--- config.mk ---
export PLATFORM = sky130hd
export DESIGN_NAME = twire_slave_rx
export DESIGN_NICKNAME = d
export VERILOG_FILES = /design/src/rtl/twire_slave_rx.sv
export SDC_FILE = /design/constraint.sdc
export NUM_CORES = 1
export LEC_CHECK = 0
export BUFFER_PORTS_ARGS = -buffer_cell sky130_fd_sc_hd__buf_4
export CAP_MARGIN = 20
export CORE_UTILIZATION = 54
export DETAILED_ROUTE_END_ITERATION = 7
export PLACE_DENSITY = 0.76
export SKIP_LAST_GASP = 1
export SLEW_MARGIN = 10
export SYNTH_ARGS = -nofsm -noshare
export SYNTH_HDL_FRONTEND = slang
export SYNTH_SLANG_ARGS = --single-unit
--- constraint.sdc ---
create_clock -name clk -period 2.26 [get_ports clk]
set_input_delay 0.113 -clock clk [delete_from_list [all_inputs] [get_ports clk]]
set_output_delay 0.113 -clock clk [all_outputs]
set_load 0.005 [all_outputs]
--- src/rtl/twire_slave_rx.sv ---
module twire_slave_rx (
  input  logic       clk,
  input  logic       rst_n,
  input  logic       scl_i,
  input  logic       sda_i,
  input  logic [7:0] own_addr,
  input  logic       nak_ctl,
  input  logic       clr_rx,
  input  logic       clr_addr,
  input  logic       clr_stop,
  input  logic       clr_irq,
  input  logic       clr_ovr,
  output logic       sda_oe,
  output logic [7:0] rx_data,
  output logic       rx_ready,
  output logic       addr_match,
  output logic       stop_seen,
  output logic       irq,
  output logic       overrun
);

  typedef enum logic [2:0] {IDLE, ADDR, DATA, ACK, SKIP} st_t;

  st_t        st;
  logic [1:0] scl_sy, sda_sy;
  logic       scl_d, sda_d;
  logic [3:0] cnt;
  logic [7:0] sh;

  wire scl     = scl_sy[1];
  wire sda     = sda_sy[1];
  wire start_c = scl & scl_d & sda_d & ~sda;
  wire stop_c  = scl & scl_d & ~sda_d & sda;
  wire rise    = scl & ~scl_d;
  wire fall    = ~scl & scl_d;

  wire in_byte   = (st == ADDR) || (st == DATA);
  wire byte_done = fall && in_byte && (cnt == 4'd8) && !start_c && !stop_c;
  wire hit       = ((((sh ^ own_addr) & 8'hFE) == 8'h00) || ((sh & 8'hFE) == 8'h00)) && !sh[0];
  wire load      = byte_done && ((st == DATA) || hit);
  wire stop_ev   = stop_c && ((st == DATA) || (st == ACK));

  always_ff @(posedge clk) begin
    if (!rst_n) begin
      scl_sy <= 2'b11;
      sda_sy <= 2'b11;
      scl_d  <= 1'b1;
      sda_d  <= 1'b1;
    end else begin
      scl_sy <= {scl_sy[0], scl_i};
      sda_sy <= {sda_sy[0], sda_i};
      scl_d  <= scl;
      sda_d  <= sda;
    end
  end

  always_ff @(posedge clk) begin
    if (!rst_n) begin
      st     <= IDLE;
      cnt    <= '0;
      sh     <= '0;
      sda_oe <= 1'b0;
    end else if (stop_c) begin
      st     <= IDLE;
      sda_oe <= 1'b0;
    end else if (start_c) begin
      st     <= ADDR;
      cnt    <= '0;
      sda_oe <= 1'b0;
    end else begin
      case (st)
        ADDR, DATA: begin
          if (rise && cnt < 4'd8) begin
            sh  <= {sh[6:0], sda};
            cnt <= cnt + 4'd1;
          end else if (byte_done) begin
            if (load) begin
              st     <= ACK;
              sda_oe <= ~nak_ctl;
            end else begin
              st <= SKIP;
            end
          end
        end
        ACK: if (fall) begin
          st     <= DATA;
          cnt    <= '0;
          sda_oe <= 1'b0;
        end
        default: ;
      endcase
    end
  end

  always_ff @(posedge clk) begin
    if (!rst_n) begin
      rx_data    <= '0;
      rx_ready   <= 1'b0;
      addr_match <= 1'b0;
      stop_seen  <= 1'b0;
      irq        <= 1'b0;
      overrun    <= 1'b0;
    end else begin
      if (load) rx_data <= sh;
      rx_ready   <= load ? 1'b1 : (clr_rx ? 1'b0 : rx_ready);
      addr_match <= (load && st == ADDR) ? 1'b1 : (clr_addr ? 1'b0 : addr_match);
      stop_seen  <= stop_ev ? 1'b1 : (clr_stop ? 1'b0 : stop_seen);
      irq        <= (load || stop_ev) ? 1'b1 : (clr_irq ? 1'b0 : irq);
      overrun    <= (load && rx_ready && !clr_rx) ? 1'b1 : (clr_ovr ? 1'b0 : overrun);
    end
  end

  assert_oe_scl_low_R11: assert property (@(posedge clk) disable iff (!rst_n)
    $rose(sda_oe) |-> !scl);

  assert_match_loads_R3: assert property (@(posedge clk) disable iff (!rst_n)
    $rose(addr_match) |-> (rx_ready && !rx_data[0]));

  assert_load_irq_R8: assert property (@(posedge clk) disable iff (!rst_n)
    $rose(rx_ready) |-> irq);

  assert_stop_release_R7: assert property (@(posedge clk) disable iff (!rst_n)
    $rose(stop_seen) |-> (!sda_oe && irq));

  assert_overrun_pending_R9: assert property (@(posedge clk) disable iff (!rst_n)
    $rose(overrun) |-> rx_ready);

endmodule

==> metrics.md <==
| Metric | Value |
|---|---|
| Worst vdd ir | `between 0.5 and 0.6 mV` |
| Worst-Skew Late Latency | `0.34 ns` |
| Routed Antenna Nets | `0` |
| Clock Power Share | `37.4%` |
| Worst-path clk slew | `roughly 0.12 ns` |
| Clk_skew | `0.0133 ns` |
| CTS hold repair buffers | `2` |
| Mapped Area | `1640 µm²` |
| Crit path from | `st[1]$_SDFFE_PP0P_` |
| Num CTS Buffers | `5` |
| Switching pwr | `287 µW` |
| Slew @ Worst Pin | `about 0.4 ns` |
| Area Overhead vs Synth | `21.8%` |
| Vias per cell | `5.57` |
| Congestion Overflow GR | `0` |
| Multi-input logic area | `roughly 880 µm²` |
| Reg2reg start | `st[1]$_SDFFE_PP0P_` |
| Vias | `1,343` |
| Async set-or-reset flop fraction in the synthesized netlist | `0%` |
| Die area | `3270 µm²` |
| Slowest cell delay on critical path | `slightly above 0.5 ns` |
| First-pass DRT Iterations | `6` |
| DP Wirelength | `2300 µm` |
| Cell count of the worst reg-to-reg path | `5` |
| Max Slew Vio Count | `0` |
| Slew headroom | `around 72%` |
| Final worst-path cycle share | `90.5%` |
| Mapped Nets | `about 190` |
| H-tree depth | `2` |
| Max layer used | `met4` |
| WL per Instance | `13.3 µm` |
| Largest net degree at the start of global routing | `46` |
| DRC | `2` |
| Fin util | `between 70% and 80%` |
| Reg2reg setup slack | `approximately 0.21 ns` |
| Register area share after synthesis | `42.7%` |
| Register area | `701 µm²` |
| Metal1 wirelength | `between 1000 and 1500 µm` |
| Avg Cell Area, Syn | `9.44 µm²` |
| # IOs | `32` |
| Clock sink count | `35` |
| Max Fclk | `489 MHz` |
| Logic pwr share | `10.0%` |
| Routed wire length on met2 | `1580 µm` |
| RSZ-0062 raised after global routing | `no` |
| Post-synth EDFFs | `0` |
| Core region area | `around 2800 µm²` |
| Most frequent cells in the layout | `dfxtp_1 (35), buf_4 (35), nand2_1 (26)` |
| CP Capture Type | `register` |
| Failing checks | `design-rule violations` |
| Final worst-path setup slack | `0.214 ns` |
| CTS tree | `yes` |
| Antenna violations before repair | `0` |
| Yosys reg bits | `35` |
| Power per Cell Area | `604 nW/µm²` |
| CP Class | `register to register` |
| Critical path endpoint | `rx_data[5]$_SDFFE_PN0P_` |
| Share of layout cells above drive strength 1 | `about a quarter` |
| Setup violations, final | `0` |
| # port buffers | `30` |
| Root Buffer | `clkbuf_4` |
| Min cycle time layout | `around 2 ns` |
| Crit path DAT | `2.31 ns` |
| Postcts setup bufs | `0` |
| Routed wl met3 | `160 µm` |
| Vias in the first global route | `1,246` |
| Starting Density | `58.1%` |
| Total GRT Usage | `21.9%` |
| Num rows | `19` |
| WP buf/inv | `1` |
| Max Cap Viol | `0` |
| Status | `complete, but fails checks` |
| Seq pwr share | `52.6%` |
| Fill cells | `222` |
| First-pass GRT wire length | `about 5400 µm` |
| Post-synth top flop | `dfxtp_1` |
| RePlAce Congestion | `0.845` |
| Top cell family by delay on the critical path | `simple AND/OR/NAND/NOR gates` |
| CP cell instances | `or3b_2, a211o_1, nor2_4, buf_4, mux2i_1` |
| N_diodes | `0` |
| CTS max path bufs | `2` |
| Internal power | `922 µW` |
| Hold crit path type | `input pin to register` |
| Synth Instances | `174` |
| YS warnings | `0` |
| Switch share | `23.7%` |
| CP max-delay cell | `or3b_2` |
| WP data required | `2.52 ns` |
| Leak | `~0.78 nW` |
| DR iter-0 viols | `87` |
| Final Hold Vio Count | `0` |
| Distinct cells, synth | `48` |
| Setup TNS Final | `0 ns` |
| CP startpoint kind | `register` |
| Pre-CTS setup slack | `0.231 ns` |
| CP max FO | `9` |
| Reg2reg end | `rx_data[5]$_SDFFE_PN0P_` |
| Post-CTS sizing | `0` |
| Die W | `57.2 µm` |
| Layout net count | `around 230` |
| Levels on crit path | `5` |
| Final wirelength | `roughly 3200 µm` |
| Die Ht | `57.2 µm` |
[tightest hold or removal path, cell delays in order]
cell and delay (ns):
buf_4 0.07, nor2b_1 0.03, o21a_1 0.15
[how the worst min path moves through the flow]
stage	from	to	slack [ns]	cells past startpoint
final	clr_stop	stop_seen$_SDFFE_PN0P_	0.07	3
after global routing	clr_stop	stop_seen$_SDFFE_PN0P_	0.06	3
after CTS	clr_stop	stop_seen$_SDFFE_PN0P_	0.06	3
after detailed placement	sda_i	sda_sy[0]$_SDFF_PN1_	0.30	2
after global placement	sda_i	sda_sy[0]$_SDFF_PN1_	0.30	2
after floorplan	scl_i	scl_sy[0]$_SDFF_PN1_	0.21	1
[synthesized netlist by cell type, types with 2 or more instances]
library cell | number | area [µm²]
nand3_1 | 4 | 20.0
xor2_1 | 5 | 43.8
mux2i_1 | 16 | 160
and3b_1 | 3 | 26.3
a21oi_1 | 3 | 15.0
o21ai_0 | 5 | 25.0
nor2b_1 | 11 | 68.8
o211ai_1 | 2 | 15.0
nand2_1 | 26 | 97.6
xnor2_1 | 4 | 35.0
inv_1 | 5 | 18.8
nor2_4 | 2 | 22.5
o21a_1 | 2 | 15.0
nor2_1 | 4 | 15.0
clkbuf_1 | 5 | 18.8
or2_2 | 2 | 12.5
nand2b_1 | 8 | 50.1
dfxtp_1 | 35 | 701
or3b_2 | 2 | 17.5
ha_1 | 2 | 25.0
[stage by stage]
step | power [mW] | cell area (µm²) | std cells | hold slack [ns]
global placement | 0.764 | 1900 | 231 | 0.298
floorplan | 0.727 | 1640 | 174 | 0.214
finish | 1.21 | 2000 | 241 | 0.0731
CTS | 1.22 | 2000 | 241 | 0.0572
detailed placement | 0.767 | 1900 | 231 | 0.301
global route | 1.26 | 2000 | 241 | 0.0582
[registers in the layout (all words and copies together) (netlist names), 2 cells and up]
name / count
cnt: 4
sh: 8
st: 3
rx_data: 8
sda_sy: 2
scl_sy: 2
[area by class of cell]
class | count | area share, %
inverter | 5 | 0.938
clock inverter | 3 | 2.31
multi-input combinational | 125 | 43.8
timing repair buffer | 37 | 14.1
sequential | 35 | 35.0
clock buffer | 5 | 1.88
tap | 31 | 1.94
[power groups by stage]
stage	clock network [mW]	logic (mW)	registers, mW
final	0.452	0.121	0.635
after detailed placement	0	0.117	0.650
after global placement	0	0.114	0.649
after CTS	0.468	0.120	0.635
after global routing	0.491	0.131	0.637
after floorplan	0	0.0842	0.643
[per-layer routing]
metal,global-route usage (%),vias to the layer above
met4,9.41,0
met5,0,-
met3,5.44,4
li1,-,682
met2,36.6,39
met1,26.9,618
[cell families (layout without fill, tap and decap cells)]
| logic type | after synthesis | after routing | share of synthesized area (%) |
|---|---|---|---|
| adders and majority gates | 2 | 2 | 1.52 |
| muxes | 16 | 16 | 9.75 |
| DFF | 35 | 35 | 42.7 |
| xor gates and xnor gates | 9 | 9 | 4.80 |
| and+or+nand+nor | 70 | 70 | 23.5 |
| AOI/OAI and AO/OA | 28 | 28 | 13.7 |
| buffers and inverters | 14 | 50 | 4.04 |
No activity file was read; power rests on OpenSTA's default activity.
